`config.mk`:
```
export PLATFORM = sky130hd
export DESIGN_NAME = proc_restart_seq
export DESIGN_NICKNAME = d
export VERILOG_FILES = /design/src/rtl/proc_seq_pkg.sv /design/src/rtl/proc_seq_ctrl.sv /design/src/rtl/proc_seq_dp.sv /design/src/rtl/proc_restart_seq.sv
export SDC_FILE = /design/constraint.sdc
export NUM_CORES = 1
export LEC_CHECK = 0
export BUFFER_PORTS_ARGS = -buffer_cell sky130_fd_sc_hd__buf_2
export CAP_MARGIN = 20
export CORE_UTILIZATION = 51
export DETAILED_ROUTE_END_ITERATION = 7
export GPL_TIMING_DRIVEN = 0
export HOLD_SLACK_MARGIN = 0.08
export MAX_ROUTING_LAYER = met4
export PLACE_DENSITY = 0.88
export SLEW_MARGIN = 20
export SYNTH_ARGS = -nofsm -noshare
export SYNTH_HDL_FRONTEND = slang
export SYNTH_SLANG_ARGS = --single-unit
```
`constraint.sdc`:
```
create_clock -name clk -period 3.7 [get_ports clk]
set_input_delay 0.74 -clock clk [delete_from_list [all_inputs] [get_ports clk]]
set_output_delay 0.74 -clock clk [all_outputs]
set_load 0.005 [all_outputs]
```
`src/rtl/proc_seq_pkg.sv`:
```
package proc_seq_pkg;

  typedef enum logic [2:0] {
    OP_NONE,
    OP_WR_STATE,
    OP_WR_HALT,
    OP_RD_MODE,
    OP_WR_PC,
    OP_RD_PC,
    OP_WR_RUN
  } busOp_e;

  typedef enum logic [3:0] {
    S_IDLE,
    S_HCLR,
    S_HMODE,
    S_HREAD,
    S_HWAIT,
    S_PCLR,
    S_PWR,
    S_PREAD,
    S_PCLR2,
    S_PHALT,
    S_PWAIT,
    S_RCLR,
    S_RMODE
  } seqState_e;

  typedef struct packed {
    busOp_e op;
    logic   latchCmd;
    logic   clrHalt;
    logic   incHalt;
    logic   clrPc;
    logic   incPc;
    logic   ldHaltDly;
    logic   ldPcDly;
  } ctrlStrobes_t;

endpackage

```
`src/rtl/proc_seq_ctrl.sv`:
```
module proc_seq_ctrl
  import proc_seq_pkg::*;
(
  input  logic         clk,
  input  logic         rstN,
  input  logic         cmdValid,
  input  logic         cmdStart,
  input  logic         busAck,
  input  logic         haltSeen,
  input  logic         haltLast,
  input  logic         pcMatch,
  input  logic         pcLast,
  input  logic         dlyZero,
  output ctrlStrobes_t stb,
  output logic         busy,
  output logic         done,
  output logic         err
);

  seqState_e state, stateNxt;
  logic      startReq;
  logic      finDone, finErr;

  always_comb begin
    stb      = '0;
    stb.op   = OP_NONE;
    stateNxt = state;
    finDone  = 1'b0;
    finErr   = 1'b0;
    unique case (state)
      S_IDLE: if (cmdValid) begin
        stb.latchCmd = 1'b1;
        stb.clrHalt  = 1'b1;
        stb.clrPc    = 1'b1;
        stateNxt     = S_HCLR;
      end
      S_HCLR: begin
        stb.op = OP_WR_STATE;
        if (busAck) stateNxt = S_HMODE;
      end
      S_HMODE: begin
        stb.op = OP_WR_HALT;
        if (busAck) stateNxt = S_HREAD;
      end
      S_HREAD: begin
        stb.op = OP_RD_MODE;
        if (busAck) begin
          if (haltSeen) begin
            stateNxt = startReq ? S_PCLR : S_IDLE;
            finDone  = !startReq;
          end else if (haltLast) begin
            stateNxt = S_IDLE;
            finErr   = 1'b1;
          end else begin
            stb.ldHaltDly = 1'b1;
            stateNxt      = S_HWAIT;
          end
        end
      end
      S_HWAIT: if (dlyZero) begin
        stb.incHalt = 1'b1;
        stateNxt    = S_HCLR;
      end
      S_PCLR: begin
        stb.op = OP_WR_STATE;
        if (busAck) stateNxt = S_PWR;
      end
      S_PWR: begin
        stb.op = OP_WR_PC;
        if (busAck) stateNxt = S_PREAD;
      end
      S_PREAD: begin
        stb.op = OP_RD_PC;
        if (busAck) begin
          if (pcMatch) stateNxt = S_RCLR;
          else if (pcLast) begin
            stateNxt = S_IDLE;
            finErr   = 1'b1;
          end else stateNxt = S_PCLR2;
        end
      end
      S_PCLR2: begin
        stb.op = OP_WR_STATE;
        if (busAck) stateNxt = S_PHALT;
      end
      S_PHALT: begin
        stb.op = OP_WR_HALT;
        if (busAck) begin
          stb.ldPcDly = 1'b1;
          stateNxt    = S_PWAIT;
        end
      end
      S_PWAIT: if (dlyZero) begin
        stb.incPc = 1'b1;
        stateNxt  = S_PWR;
      end
      S_RCLR: begin
        stb.op = OP_WR_STATE;
        if (busAck) stateNxt = S_RMODE;
      end
      S_RMODE: begin
        stb.op = OP_WR_RUN;
        if (busAck) begin
          stateNxt = S_IDLE;
          finDone  = 1'b1;
        end
      end
      default: stateNxt = S_IDLE;
    endcase
  end

  always_ff @(posedge clk) begin
    if (!rstN) begin
      state    <= S_IDLE;
      startReq <= 1'b0;
      done     <= 1'b0;
      err      <= 1'b0;
    end else begin
      state <= stateNxt;
      done  <= finDone;
      err   <= finErr;
      if (stb.latchCmd) startReq <= cmdStart;
    end
  end

  assign busy = (state != S_IDLE);

  p_busy_accept_r10: assert property (@(posedge clk) disable iff (!rstN)
    (!busy && cmdValid) |=> busy);
  p_done_pulse_r12: assert property (@(posedge clk) disable iff (!rstN)
    (done || err) |=> !(done || err));
  p_done_excl_r12: assert property (@(posedge clk) disable iff (!rstN)
    !(done && err));
  p_finish_idle_r10: assert property (@(posedge clk) disable iff (!rstN)
    (done || err) |-> !busy);

endmodule

```
`src/rtl/proc_seq_dp.sv`:
```
module proc_seq_dp
  import proc_seq_pkg::*;
#(
  parameter int          ADDR_W     = 16,
  parameter int          HALT_BIT   = 10,
  parameter int          HALT_TRIES = 10000,
  parameter int          PC_TRIES   = 8,
  parameter int          HALT_DLY   = 2500,
  parameter int          PC_DLY     = 250000,
  parameter logic [ADDR_W-1:0] MODE_OFS  = 'h00,
  parameter logic [ADDR_W-1:0] STATE_OFS = 'h04,
  parameter logic [ADDR_W-1:0] PC_OFS    = 'h1C
)(
  input  logic              clk,
  input  logic              rstN,
  input  ctrlStrobes_t      stb,
  input  logic [31:0]       cmdAddr,
  input  logic              busAck,
  input  logic [31:0]       busRdata,
  output logic              haltSeen,
  output logic              haltLast,
  output logic              pcMatch,
  output logic              pcLast,
  output logic              dlyZero,
  output logic              busReq,
  output logic              busWe,
  output logic [ADDR_W-1:0] busAddr,
  output logic [31:0]       busWdata
);

  localparam int HCW    = $clog2(HALT_TRIES + 1);
  localparam int PCW    = $clog2(PC_TRIES + 1);
  localparam int DLYMAX = (HALT_DLY > PC_DLY) ? HALT_DLY : PC_DLY;
  localparam int DW     = $clog2(DLYMAX + 1);
  localparam logic [31:0] HALT_MASK = 32'(1) << HALT_BIT;

  logic [31:0]  addrReg;
  logic [HCW-1:0] haltCnt;
  logic [PCW-1:0] pcCnt;
  logic [DW-1:0]  dlyCnt;

  always_ff @(posedge clk) begin
    if (!rstN) begin
      addrReg <= '0;
      haltCnt <= '0;
      pcCnt   <= '0;
      dlyCnt  <= '0;
    end else begin
      if (stb.latchCmd) addrReg <= cmdAddr;
      if (stb.clrHalt)      haltCnt <= '0;
      else if (stb.incHalt) haltCnt <= haltCnt + 1'b1;
      if (stb.clrPc)        pcCnt <= '0;
      else if (stb.incPc)   pcCnt <= pcCnt + 1'b1;
      if (stb.ldHaltDly)    dlyCnt <= DW'(HALT_DLY - 1);
      else if (stb.ldPcDly) dlyCnt <= DW'(PC_DLY - 1);
      else if (dlyCnt != '0) dlyCnt <= dlyCnt - 1'b1;
    end
  end

  assign haltSeen = busRdata[HALT_BIT];
  assign pcMatch  = (busRdata == addrReg);
  assign haltLast = (haltCnt == HCW'(HALT_TRIES - 1));
  assign pcLast   = (pcCnt == PCW'(PC_TRIES - 1));
  assign dlyZero  = (dlyCnt == '0);

  always_comb begin
    busReq   = 1'b1;
    busWe    = 1'b1;
    busAddr  = STATE_OFS;
    busWdata = '0;
    unique case (stb.op)
      OP_WR_STATE: busWdata = '1;
      OP_WR_HALT: begin busAddr = MODE_OFS; busWdata = HALT_MASK; end
      OP_RD_MODE: begin busAddr = MODE_OFS; busWe = 1'b0; end
      OP_WR_PC:   begin busAddr = PC_OFS; busWdata = addrReg; end
      OP_RD_PC:   begin busAddr = PC_OFS; busWe = 1'b0; end
      OP_WR_RUN:  busAddr = MODE_OFS;
      default: begin busReq = 1'b0; busWe = 1'b0; end
    endcase
  end

  p_req_hold_r11: assert property (@(posedge clk) disable iff (!rstN)
    (busReq && !busAck) |=> (busReq && $stable(busWe) && $stable(busAddr) && $stable(busWdata)));
  p_wait_quiet_r4: assert property (@(posedge clk) disable iff (!rstN)
    (dlyCnt != '0) |-> !busReq);
  p_halt_cnt_r5: assert property (@(posedge clk) disable iff (!rstN)
    haltCnt < HCW'(HALT_TRIES));
  p_pc_cnt_r9: assert property (@(posedge clk) disable iff (!rstN)
    pcCnt < PCW'(PC_TRIES));

endmodule

```
`src/rtl/proc_restart_seq.sv`:
```
module proc_restart_seq
  import proc_seq_pkg::*;
#(
  parameter int          ADDR_W     = 16,
  parameter int          HALT_BIT   = 10,
  parameter int          CLK_HZ     = 250_000_000,
  parameter int          HALT_US    = 10,
  parameter int          PC_US      = 1000,
  parameter int          HALT_TRIES = 10000,
  parameter int          PC_TRIES   = 8,
  parameter logic [ADDR_W-1:0] MODE_OFS  = 'h00,
  parameter logic [ADDR_W-1:0] STATE_OFS = 'h04,
  parameter logic [ADDR_W-1:0] PC_OFS    = 'h1C
)(
  input  logic              clk,
  input  logic              rstN,
  input  logic              cmdValid,
  input  logic              cmdStart,
  input  logic [31:0]       cmdAddr,
  output logic              busy,
  output logic              done,
  output logic              err,
  output logic              busReq,
  output logic              busWe,
  output logic [ADDR_W-1:0] busAddr,
  output logic [31:0]       busWdata,
  input  logic              busAck,
  input  logic [31:0]       busRdata
);

  localparam int CYC_PER_US = CLK_HZ / 1_000_000;
  localparam int HALT_RAW   = CYC_PER_US * HALT_US;
  localparam int PC_RAW     = CYC_PER_US * PC_US;
  localparam int HALT_DLY   = (HALT_RAW < 1) ? 1 : HALT_RAW;
  localparam int PC_DLY     = (PC_RAW < 1) ? 1 : PC_RAW;

  ctrlStrobes_t stb;
  logic haltSeen, haltLast, pcMatch, pcLast, dlyZero;

  proc_seq_ctrl u_ctrl (
    .clk(clk), .rstN(rstN), .cmdValid(cmdValid), .cmdStart(cmdStart),
    .busAck(busAck), .haltSeen(haltSeen), .haltLast(haltLast),
    .pcMatch(pcMatch), .pcLast(pcLast), .dlyZero(dlyZero),
    .stb(stb), .busy(busy), .done(done), .err(err)
  );

  proc_seq_dp #(
    .ADDR_W(ADDR_W), .HALT_BIT(HALT_BIT), .HALT_TRIES(HALT_TRIES),
    .PC_TRIES(PC_TRIES), .HALT_DLY(HALT_DLY), .PC_DLY(PC_DLY),
    .MODE_OFS(MODE_OFS), .STATE_OFS(STATE_OFS), .PC_OFS(PC_OFS)
  ) u_dp (
    .clk(clk), .rstN(rstN), .stb(stb), .cmdAddr(cmdAddr),
    .busAck(busAck), .busRdata(busRdata),
    .haltSeen(haltSeen), .haltLast(haltLast), .pcMatch(pcMatch),
    .pcLast(pcLast), .dlyZero(dlyZero),
    .busReq(busReq), .busWe(busWe), .busAddr(busAddr), .busWdata(busWdata)
  );

endmodule

```
Word level (Yosys, flattened, before mapping)

Index checks and enable logic that the tools add are counted.

Input port bits: 69
Output and inout bits: 53
Flip-flop bits (word level): 75
Word-level logic and storage cells: 116

Add/subtract/negate cells: 3
Bitwise gates (word level): 1
Muxes and demuxes: 50
Reduce and logical (&&, ||, !) cells: 18
Equal/unequal tests: 34

Operators with widths:

| operator                                            | number |
|---|---|
| case mux 32 bit (3 select lines)                    | 1 |
| 2-to-1 mux 4 bit                                    | 16 |
| case mux 4 bit (13 select lines)                    | 1 |
| 2-to-1 mux 18 bit                                   | 2 |
| == test 32 bit                                      | 1 |
| inequality test 2 bit (second input constant)       | 13 |
| 2-to-1 mux 1 bit                                    | 21 |
| == test 4 x 3 -> 1 bit (second input constant)      | 5 |
| == test 4 bit (second input constant)               | 5 |
| logical NOT 18 bit                                  | 1 |
| case mux 3 bit (6 select lines)                     | 1 |
| nonzero test 18 bit                                 | 1 |
| subtractor 18 x 1 -> 18 bit (second input constant) | 1 |
| adder 14 x 1 -> 14 bit (second input constant)      | 1 |
| == test 14 bit (second input constant)              | 1 |
| AND reduction 13 bit                                | 1 |
| 2-to-1 mux 12 bit                                   | 1 |
| case mux 5 bit (2 select lines)                     | 1 |
| OR reduction 2 bit                                  | 5 |
| == test 3 bit (second input constant)               | 3 |
| == test 4 x 2 -> 1 bit (second input constant)      | 2 |
| OR reduction 4 bit                                  | 2 |
| == test 3 x 2 -> 1 bit (second input constant)      | 2 |
| 2-to-1 mux 3 bit                                    | 2 |
| other kinds (13)                                    | 16 |

Longest topological paths before layout

Gate-level depths: netlist (run 1).

Depth in word-level cells: 6
Mapped depth: 9
Gate-level depth less buffers: 7

By module

Synthesis (run 1) repeated with hierarchy kept, for this count alone.

Cell total of the unflattened synthesis: 523
Area, all modules: 4466.8 um2

Modules (own cells, without submodules):

| module        | sequential area each (um2) | instances | cells each | area an instance (um2) |
|---|---|---|---|---|
| proc_seq_dp   | 1361.3                     | 1         | 433        | 3808.7 |
| proc_seq_ctrl | 140.1                      | 1         | 90         | 658.1 |

Worst setup path before layout (run 1)

Ideal clock, no wire load.

Kind: flip-flop to output port
Start: register u_ctrl.state[1]
End: output busWdata[0]
Arrival: 1643 ps
Stages on the path, launching flop included: 7
Buffers on the path: 3
Required time: 2960 ps
Path slack: 1317 ps
Cells stage by stage: dfxtp_1 clkbuf_1 clkbuf_1 a21boi_0 o22ai_1 clkbuf_1 a21o_1

Word-level cells in the longest chain between the ends: 5
Elaborated cells between the ends (all ways): 17
Those cells by class: 13 x eq/ne; 2 x mux; 2 x reduce/logical

RTL lines:

| element                                                                          | RTL line               | source |
|---|---|---|
| from (decl)                                                                      | proc_seq_ctrl.sv:20    | `seqState_e state, stateNxt;` |
| from (signal assigned)                                                           | proc_seq_ctrl.sv:119   | `state <= stateNxt;` |
| == test 4 x 1 -> 1 bit, or another cell as far along                             | proc_seq_ctrl.sv:30    | `unique case (state)` |
| OR reduction 4 bit (no source line) / OR reduction 2 bit (equally long branches) | -                      |  |
| case mux 3 bit (6 select lines) (*)                                              | proc_seq_ctrl.sv:30    |  |
| == test 3 bit, or another cell as far along                                      | proc_seq_dp.sv:71      | `unique case (stb.op)` |
| case mux 32 bit (3 select lines) (*)                                             | proc_seq_dp.sv:71      |  |
| to (decl)                                                                        | proc_restart_seq.sv:26 | `output logic [31:0] busWdata,` |

Mark *: on every way between the ends. The rest lies on a longest branch, timed or not.

Worst setup path after layout (run 1)

Start: register u_ctrl.state[1]
End: output busWdata[1]

The elaborated chain is that of the path after synthesis.

==> flow_metrics.py, run 1 <==
metrics = {
    "clock_network": {
        "holdBufCountCts": 0,
        "path_clk_slew_ps": 90,
        "cts_sinks": 75,
        "root_buffer": "clkbuf_8",
        "cts_tree": "done",
        "numCtsBuffers": 9,
        "post-cts-setup-buffers": 0,
        "cts_resized": 0,
        "insertion_delay_ps": 370,
        "htreeDepth": 3,
        "cts_buffer_depth": 2,
    },
    "grt": {
        "antenna_found_initial": 0,
        "grt_overflow": 0,
        "grt_max_degree": 16,
        "grt_pass1_vias": 4254,
        "grt_usage_pct": 29.4,
        "grt_first_pass_wirelength_mm": 19.9,
    },
    "floorplan": {
        "die_h_microns": 94.9,
        "core_sq_um": 8300,
        "initial_core_util_pct": 53.1,
        "die_w_microns": 94.9,
        "placementRows": 33,
        "die-area_sq_um": 9010,
        "io_pins": 122,
    },
    "logic_synthesis": {
        "synthesis.area_sq_um": 4410,
        "ys_warn_count": 0,
        "syn_inst": 567,
        "synth_edf_count": 0,
        "yosysSeqAreaShare_pct": 34.1,
        "avgSynthCellArea_sq_um": 7.77,
        "synth_flop_cell": "dfxtp_1",
        "yosys.cell_types.count": 53,
        "yosys_register_bits": 75,
        "async_reset_ff_share_pct": 0,
    },
    "final_layout": {
        "stdcell_area_sq_um": 5320,
        "final_nets": 768,
        "n_antenna_cell": 0,
        "final_util_pct": 64.1,
        "drive_above_1_share_pct": 22.3,
        "area_delta_synth_final_pct": 20.7,
    },
    "power": {
        "leakage_nw": 2.30,
        "peakVddDrop_mv": 0.311,
        "power_density_nw_per_um2": 596,
    },
    "sta": {
        "setup_viol": 0,
        "worst_slack_ps": 144,
        "finClkSkew_ps": 16.6,
        "rsz0062_at_grt": "no",
        "fmaxAchievable_mhz": 281,
        "slew_headroom_pct": 44.0,
        "final-hold-violation-count": 0,
        "period_needed_ps": 3560,
        "tightest_slew_ps": 828,
        "slew_violations": 0,
        "tns_ps": 0,
        "min_period_over_period_pct": 96.1,
    },
    "worst_hold_path": {
        "hold_depth": 2,
        "min_path_type": "reg2reg",
    },
    "setup_path": {
        "worstPathArrival_ps": 2820,
        "end_kind": "primary output",
        "worst-r2r-cell-count": 8,
        "path_class": "reg2out",
        "crit_path_start_kind": "flop",
        "cp_max_fo": 10,
        "cp.required_ps": 2960,
    },
    "placed_design": {
        "post-place-ws_ps": 614,
        "gp_congestion": 0.910,
        "io_buffers": 106,
        "dpl_cell_area_sq_um": 5110,
        "dp_hpwl_mm": 9.64,
    },
    "routing": {
        "vias_per_cell": 5.70,
        "dr.pass1.iters": 7,
        "wl_per_cell_microns": 15.7,
        "vias": 4595,
        "wirelength_mm": 12.7,
        "drc": 0,
        "first_iter_violations": 303,
        "ant_nets": 0,
    },
    "flow_run": {
        "cap_violations": 0,
    },
    "outcome": {
        "status": "finished, final reports clean",
    },
}
-- flip-flops by register name, indices dropped and copies added, names as in the netlist --
| register | flops |
|---|---|
| u_dp.addrReg | 32 |
| u_dp.dlyCnt | 18 |
| u_dp.haltCnt | 14 |
| u_ctrl.state | 4 |
| u_dp.pcCnt | 4 |
| u_ctrl.done | 1 |
| u_ctrl.err | 1 |
| u_ctrl.startReq | 1 |
-- cell families after synthesis --
family / Yosys count / share of synthesized area (%)
AND/OR/NAND/NOR: 236 / 27.3
multiplexers: 2 / 0.454
XOR/XNOR: 58 / 11.5
adder cells (fa/ha/maj): 3 / 0.852
AO/OA/AOI/OAI: 135 / 19.1
flip-flops: 75 / 34.1
buffers and inverters: 57 / 6.62
other: 1 / 0.0851
-- stage by stage --
stage          power (mW)  std cells  hold slack (ps)
2_1_floorplan        2.05        579              436
3_3_place_gp         2.43        790              450
3_5_place_dp         2.47        790              462
4_1_cts              3.15        806              475
5_1_grt              3.34        806              497
6_report             3.17        806              472
-- power breakdown --
group          switching [mW]  internal (mW)  leakage, nW  total (mW)
sequential              0.115          0.921        0.612        1.04
combinational           0.858          0.600         1.59        1.46
clock                   0.351          0.323       0.0988       0.675
total                    1.32           1.84         2.30        3.17
-- final timing paths --
check	to	from	slack [ps]
max	busWdata[1]	u_ctrl.state[1]$_SDFFE_PN0P_	140
min	u_ctrl.startReq$_SDFFE_PN0P_	u_ctrl.startReq$_SDFFE_PN0P_	470
max reg2reg	u_dp.dlyCnt[17]$_SDFFE_PP0P_	u_dp.dlyCnt[0]$_SDFFE_PN0P_	990
min reg2reg	u_ctrl.startReq$_SDFFE_PN0P_	u_ctrl.startReq$_SDFFE_PN0P_	470
-- metal layers --
| layer | global-route usage (%) | up-vias | part of all wire, % |
|---|---|---|---|
| li1 | - | 2222 | - |
| met4 | 14.3 | 0 | 3.6 |
| met3 | 4.35 | 48 | 7.1 |
| met2 | 50.8 | 236 | 50 |
| met1 | 33.1 | 2089 | 39 |
| met5 | - | - | 0 |
-- synthesized netlist by cell type, types with 6 or more instances --
library cell / instances / share of area, %
xnor2_1: 43 / 8.5
a21oi_1: 62 / 7.0
inv_1: 6 / 0.51
a21o_1: 31 / 5.3
dfxtp_1: 75 / 34
nand2b_1: 7 / 0.99
nand2_1: 92 / 7.8
nand3_1: 18 / 2.0
buf_4: 14 / 2.4
xor2_1: 15 / 3.0
nor2_1: 37 / 3.2
o21ai_0: 10 / 1.1
clkbuf_1: 30 / 2.6
nand4_1: 20 / 2.8
nor3_1: 11 / 1.2
nor4_1: 9 / 1.3
or3_1: 9 / 1.3
-- cells in the final DEF, fill, tap and decap left out, types with 3 or more instances in the layout --
| cell | count |
|---|---|
| o22ai_1 | 3 |
| o21ai_0 | 10 |
| nand2_1 | 92 |
| nand3_1 | 18 |
| inv_1 | 6 |
| a21o_1 | 31 |
| and3_1 | 3 |
| nand2b_1 | 7 |
| buf_6 | 3 |
| or4_1 | 3 |
| a21boi_0 | 3 |
| buf_4 | 14 |
| xnor2_1 | 43 |
| nor2b_1 | 3 |
| a31oi_1 | 4 |
| conb_1 | 13 |
| a221oi_1 | 4 |
| a21oi_1 | 62 |
| clkbuf_8 | 9 |
| dfxtp_1 | 75 |
| nor3_1 | 11 |
| nor4_1 | 9 |
| or3_1 | 9 |
| ha_1 | 3 |
| clkbuf_1 | 30 |
| nor2_1 | 37 |
| or2_2 | 5 |
| nor4_2 | 4 |
| xor2_1 | 15 |
| inv_6 | 3 |
| buf_2 | 108 |
| o211ai_1 | 5 |
| nand4_1 | 20 |
-- layout make-up --
type                       count  area (sq um)
sequential                    75          1500
clock buffer                   9           124
fill                         694          2980
buffer                        51           269
tap                          105           131
timing repair buffer         106           531
multi-input combinational    447          2660
clock inverter                 7          82.6
inverter                       6          22.5
-- worst max-delay path, cell delays in order, from the launching register on --
cell	delay, ps
dfxtp_1	380
clkbuf_1	360
clkbuf_1	380
a21boi_0	160
o22ai_1	490
clkbuf_1	430
a21o_1	150
buf_2	110
Note: power is estimated with default switching activity, not from simulation.
==> run 2: changes to the inputs <==
--- a/config.mk
+++ b/config.mk
@@ -7,12 +7,12 @@
 export LEC_CHECK = 0
 export BUFFER_PORTS_ARGS = -buffer_cell sky130_fd_sc_hd__buf_2
 export CAP_MARGIN = 20
-export CORE_UTILIZATION = 51
+export CORE_UTILIZATION = 40
 export DETAILED_ROUTE_END_ITERATION = 7
 export GPL_TIMING_DRIVEN = 0
 export HOLD_SLACK_MARGIN = 0.08
 export MAX_ROUTING_LAYER = met4
-export PLACE_DENSITY = 0.88
+export PLACE_DENSITY = 0.74
 export SLEW_MARGIN = 20
 export SYNTH_ARGS = -nofsm -noshare
 export SYNTH_HDL_FRONTEND = slang
==> run 2 against run 1 <==
Clock-buffer cell count did not move. Largest cell class unchanged. Highest routed layer unchanged. Fmax rose by 1.0%. First-iteration DRC count fell by 11%.
==> flow_metrics.py, run 2 (synthesis results as in run 1) <==
metrics = {
    "power": {
        "power_frac_seq_pct": 30.4,
        "p_comb_share_pct": 42.8,
        "leakage_nw": 2.35,
        "p_sw_share_pct": 38.4,
        "peakVddDrop_mv": 0.299,
        "p_clk_share_pct": 26.8,
        "p_sw_mw": 1.31,
        "intPower_mw": 2.10,
        "power_density_nw_per_um2": 628,
    },
    "sta": {
        "slew_headroom_pct": 43.6,
        "tightest_slew_ps": 834,
        "setup_viol": 0,
        "rsz0062_at_grt": "no",
        "tns_ps": 0,
        "min_period_over_period_pct": 95.1,
        "finClkSkew_ps": 7.61,
        "final-hold-violation-count": 0,
        "worst_slack_ps": 181,
        "fmaxAchievable_mhz": 284,
        "period_needed_ps": 3520,
        "slew_violations": 0,
    },
    "setup_path": {
        "rr_startpoint": "u_dp.dlyCnt[0]$_SDFFE_PN0P_",
        "setup.worst_path.end": "busWdata[9]",
        "cp.required_ps": 2960,
        "end_kind": "primary output",
        "cp_max_fo": 10,
        "crit_start": "u_ctrl.state[1]$_SDFFE_PN0P_",
        "worst-r2r-cell-count": 8,
        "reg2reg_slack_ps": 980,
        "crit_chain": "clkbuf_1 > clkbuf_1 > a21boi_0 > o22ai_1 > clkbuf_1 > a21o_1 > buf_2",
        "crit_top_cell": "clkbuf_1",
        "path_delay_family": "buffers and inverters",
        "cp_slowest_cell": "o22ai_1",
        "cp_num_cells": 7,
        "crit_path_start_kind": "flop",
        "worstPathArrival_ps": 2780,
        "crit_buf_inv": 4,
        "slowest_delay_ps": 470,
        "r2r_end": "u_dp.dlyCnt[17]$_SDFFE_PP0P_",
        "path_class": "reg2out",
    },
    "clock_network": {
        "cts_resized": 0,
        "root_buffer": "clkbuf_8",
        "htreeDepth": 3,
        "numCtsBuffers": 9,
        "holdBufCountCts": 0,
        "cts_sinks": 75,
        "path_clk_slew_ps": 80,
        "post-cts-setup-buffers": 0,
        "cts_buffer_depth": 2,
        "insertion_delay_ps": 360,
        "cts_tree": "done",
    },
    "routing": {
        "dr.pass1.iters": 6,
        "ant_nets": 0,
        "vias_per_cell": 5.43,
        "drc": 0,
        "first_iter_violations": 270,
        "wl_per_cell_microns": 15.6,
        "vias": 4548,
        "wirelength_mm": 13.1,
    },
    "floorplan": {
        "placementRows": 37,
        "die_w_microns": 107,
        "die-area_sq_um": 11400,
        "core_sq_um": 10500,
        "io_pins": 122,
        "initial_core_util_pct": 41.9,
        "die_h_microns": 107,
    },
    "final_layout": {
        "largest_register_ffs": 32,
        "final_util_pct": 51.8,
        "final_cell_mix": "108 x buf_2, 92 x nand2_1, 75 x dfxtp_1",
        "n_antenna_cell": 0,
        "drive_above_1_share_pct": 22.3,
        "area_delta_synth_final_pct": 23.5,
        "final_nets": 768,
        "largest-register": "u_dp.addrReg",
        "reg_top3": "u_dp.addrReg (32), u_dp.dlyCnt (18), u_dp.haltCnt (14)",
        "layout_commonest_cell": "buf_2",
        "nFillCells": 1016,
        "final_cells": 837,
        "multi_input_area_sq_um": 2660,
        "ff_latch_area_sq_um": 1500,
    },
    "grt": {
        "met1_usage_pct": 29.1,
        "grt-busiest-layer": "met2",
        "grt.met3_usage_pct": 3.59,
        "grt_usage_pct": 24.5,
        "grt_first_pass_wirelength_mm": 21.4,
        "use_met2_pct": 40.8,
        "grt_pass1_vias": 4431,
        "grt_max_degree": 14,
        "antenna_found_initial": 0,
        "grt_overflow": 0,
    },
    "placed_design": {
        "post-place-ws_ps": 624,
        "dp_cells": 821,
        "gp_congestion": 0.898,
        "io_buffers": 106,
        "dp_hpwl_mm": 9.88,
    },
    "worst_hold_path": {
        "hold_depth": 2,
        "min_path_type": "reg2reg",
    },
    "outcome": {
        "status": "finished, final reports clean",
    },
    "flow_run": {
        "cap_violations": 0,
    },
}
run 2: area by class of cell:
class	count	area share [%]
plain buffers	51	4.95
clock buffers	9	2.28
clock inverters	7	3.01
inverters	6	0.414
multi-input cells	447	48.9
flip-flops and latches	75	27.6
well taps	136	3.13
repair buffers	106	9.75
run 2: stage by stage:
| stage | power (mW) | hold WS [ps] | instance area [sq um] |
|---|---|---|---|
| final | 3.42 | 462 | 5440 |
| after global routing | 3.61 | 482 | 5440 |
| after CTS | 3.41 | 464 | 5440 |
| after detailed placement | 2.49 | 452 | 5150 |
| after global placement | 2.46 | 448 | 5150 |
| after floorplan | 2.05 | 436 | 4450 |
run 2: worst min-delay path by stage:
| stage | from | to | slack [ps] |
|---|---|---|---|
| finish | u_ctrl.startReq$_SDFFE_PN0P_ | u_ctrl.startReq$_SDFFE_PN0P_ | 460 |
| global route | u_ctrl.startReq$_SDFFE_PN0P_ | u_ctrl.startReq$_SDFFE_PN0P_ | 480 |
| global placement | u_ctrl.startReq$_SDFFE_PN0P_ | u_ctrl.startReq$_SDFFE_PN0P_ | 450 |
| detailed placement | u_ctrl.startReq$_SDFFE_PN0P_ | u_ctrl.startReq$_SDFFE_PN0P_ | 450 |
| CTS | u_ctrl.startReq$_SDFFE_PN0P_ | u_ctrl.startReq$_SDFFE_PN0P_ | 460 |
| floorplan | u_ctrl.startReq$_SDFFE_PN0P_ | u_ctrl.startReq$_SDFFE_PN0P_ | 440 |
run 2: per-layer routing:
| layer | wire length, microns | vias to the layer above |
|---|---|---|
| li1 | - | 2223 |
| met1 | 5790 | 2137 |
| met2 | 6340 | 167 |
| met3 | 605 | 21 |
| met4 | 339 | 0 |
| met5 | 0 | - |
run 2: worst register-to-register path, cell delays in order (launching register included):
cell and delay, ps:
dfxtp_1 340, inv_1 90, ha_1 240, or3b_2 520, nor3_1 420, clkbuf_1 450
nand2_1 230, a31oi_1 210, a21oi_1 80
run 2: power groups by stage:
stage / clock [mW] / sequential [mW] / combinational, mW
global route: 0.952 / 1.05 / 1.60
finish: 0.915 / 1.04 / 1.46
floorplan: 0 / 1.02 / 1.03
global placement: 0 / 1.04 / 1.42
CTS: 0.925 / 1.04 / 1.45
detailed placement: 0 / 1.05 / 1.44
==> run 3: changes to the inputs <==
--- a/config.mk
+++ b/config.mk
@@ -13,7 +13,9 @@
 export HOLD_SLACK_MARGIN = 0.08
 export MAX_ROUTING_LAYER = met4
 export PLACE_DENSITY = 0.74
+export SKIP_CTS_REPAIR_TIMING = 1
 export SLEW_MARGIN = 20
 export SYNTH_ARGS = -nofsm -noshare
 export SYNTH_HDL_FRONTEND = slang
+export SYNTH_HIERARCHICAL = 1
 export SYNTH_SLANG_ARGS = --single-unit
==> run 3 against run 2 <==
Clock skew increased by 2.6 ps. Utilization decreased by 1.1 points. Clock power decreased by 15%. Critical endpoint is now busWdata[30].
==> flow_metrics.py, run 3 <==
metrics = {
    "logic_synthesis": {
        "synth_compound_area_share_pct": 14.2,
        "synth_edf_count": 0,
        "synthTopCellsByArea": "dfxtp_1 34%, mux2i_1 9.0%, xor2_1 7.6%, nor2_1 5.5%, a21o_1 5.4%",
        "synthSimpleGateAreaFrac_pct": 25.3,
        "synth_top_area_cell": "dfxtp_1",
        "synth.most_common_cell": "dfxtp_1",
        "synth_flop_cell": "dfxtp_1",
        "avgSynthCellArea_sq_um": 8.54,
        "synth_top_family_by_area": "simple AND/OR/NAND/NOR gates",
        "syn_inst": 523,
        "muxShareOfSynthArea_pct": 9.22,
        "yosysTopAreaCellShare_pct": 33.6,
        "yosysSeqAreaShare_pct": 33.6,
        "yosys_register_bits": 75,
        "synth_fa_ha_area_share_pct": 1.12,
        "synthXorXnorAreaFrac_pct": 9.80,
        "synthesis.area_sq_um": 4470,
        "async_reset_ff_share_pct": 0,
        "synthTopCellsByCount": "75 x dfxtp_1, 65 x nor2_1, 40 x mux2i_1",
        "ys_warn_count": 6,
        "yosys.cell_types.count": 67,
    },
    "routing": {
        "first_iter_violations": 258,
        "vias_per_cell": 5.36,
        "dr.pass1.iters": 5,
        "wirelength_mm": 12.1,
        "ant_nets": 0,
        "vias": 4270,
        "drc": 0,
        "wl_per_cell_microns": 15.1,
    },
    "final_layout": {
        "n_antenna_cell": 0,
        "largest-register": "u_dp/addrReg",
        "final_cell_mix": "111 x buf_2, 75 x dfxtp_1, 65 x nor2_1",
        "final_nets": 726,
        "stdcell_area_sq_um": 5500,
        "reg_top3": "u_dp/addrReg (32), u_dp/dlyCnt (18), u_dp/haltCnt (14)",
        "largest_register_ffs": 32,
        "area_delta_synth_final_pct": 23.0,
        "final_cells": 797,
        "drive_above_1_share_pct": 25.9,
        "layout_commonest_cell": "buf_2",
    },
    "power": {
        "totalPowerFinal_mw": 4.70,
        "peakVddDrop_mv": 0.507,
        "leakage_nw": 2.57,
        "power_density_nw_per_um2": 855,
    },
    "clock_network": {
        "cts_tree": "done",
        "path_clk_slew_ps": 70,
        "htreeDepth": 3,
        "insertion_delay_ps": 360,
        "root_buffer": "clkbuf_8",
        "cts_sinks": 75,
        "numCtsBuffers": 9,
        "cts_buffer_depth": 2,
    },
    "setup_path": {
        "path_delay_family": "buffers and inverters",
        "cp_slowest_cell": "dfxtp_1",
        "worstPathArrival_ps": 2700,
        "crit_path_start_kind": "flop",
        "cp.required_ps": 2960,
        "path_class": "reg2out",
        "slowest_delay_ps": 410,
        "crit_buf_inv": 3,
        "cp_max_fo": 19,
        "end_kind": "primary output",
        "crit_chain": "clkbuf_4 > xnor2_1 > nor2_1 > nand2_1 > o21ai_1 > nor2b_2 > nor2b_1 > clkbuf_2 > a21o_1 > buf_2",
    },
    "floorplan": {
        "placementRows": 38,
        "die-area_sq_um": 11600,
        "io_pins": 122,
        "die_h_microns": 108,
        "die_w_microns": 108,
        "initial_core_util_pct": 41.2,
        "core_sq_um": 10800,
    },
    "flow_run": {
        "cap_violations": 0,
    },
    "sta": {
        "fmaxAchievable_mhz": 291,
        "setup_viol": 0,
        "min_period_over_period_pct": 93.0,
        "tightest_slew_ps": 1050,
        "period_needed_ps": 3440,
        "tns_ps": 0,
        "final-hold-violation-count": 0,
        "finClkSkew_ps": 10.2,
        "slew_headroom_pct": 29.4,
        "slew_violations": 0,
    },
    "placed_design": {
        "gp_congestion": 0.901,
        "io_buffers": 108,
        "dp_hpwl_mm": 9.21,
        "dp_cells": 783,
        "dpl_cell_area_sq_um": 5230,
    },
    "grt": {
        "grt_max_degree": 17,
        "grt_first_pass_wirelength_mm": 19.3,
        "grt_usage_pct": 22.1,
        "grt_pass1_vias": 3920,
        "antenna_found_initial": 0,
        "grt_overflow": 0,
    },
    "outcome": {
        "status": "finished, final reports clean",
    },
    "worst_hold_path": {
        "min_path_type": "reg2reg",
    },
}
[run 3: stage by stage]
step	utilization [%]	setup slack, ps	hold WS (ps)
after floorplan	-	747	458
after global placement	48.2	9.36	471
after detailed placement	48.2	-86.5	481
after CTS	50.4	-507	492
after global routing	50.7	-4.03	524
final	50.7	259	496
[run 3: cells by family after synthesis]
kind of cell / Yosys count
and+or+nand+nor: 206
AOI/OAI and AO/OA: 89
DFF: 75
buffers and inverters: 57
xor gates and xnor gates: 50
muxes: 41
adders and majority gates: 4
other: 1
[run 3: path summary, 6_finish.rpt]
| check | start | endpoint | slack [ps] | cells after the start |
|---|---|---|---|---|
| max | u_ctrl/state[2]$_SDFFE_PN0P_ | busWdata[30] | 260 | 10 |
| min | u_dp/haltCnt[13]$_SDFFE_PP0P_ | u_dp/haltCnt[13]$_SDFFE_PP0P_ | 500 | 2 |
| max reg2reg | u_dp/dlyCnt[13]$_SDFFE_PP0P_ | u_dp/haltCnt[13]$_SDFFE_PP0P_ | 460 | 10 |
| min reg2reg | u_dp/haltCnt[13]$_SDFFE_PP0P_ | u_dp/haltCnt[13]$_SDFFE_PP0P_ | 500 | 2 |
[run 3: worst min-delay path, cell delays in order, from the launching register on]
cell and delay [ps]:
dfxtp_1 320, o21ai_0 70, a21oi_1 60
[run 3: layout make-up]
type / instances / area, sq um
Buffer: 44 / 262
Clock buffer: 11 / 141
Clock inverter: 4 / 98.8
Fill cell: 1050 / 5350
Inverter: 12 / 45.0
Multi-Input combinational cell: 403 / 2730
Sequential cell: 75 / 1500
Tap cell: 140 / 175
Timing Repair Buffer: 108 / 541
[run 3: where the power goes]
group / leakage [nW] / total, mW / switching, mW / internal, mW
sequential: 0.612 / 1.25 / 0.245 / 1.00
combinational: 1.84 / 2.67 / 1.45 / 1.23
clock: 0.120 / 0.777 / 0.313 / 0.464
total: 2.57 / 4.70 / 2.01 / 2.69
[run 3: metal layers]
metal	global-route usage [%]	part of all wire [%]
met1	26.6	43
met2	34.9	47
met3	4.00	6.3
met4	11.9	3.6
met5	-	0
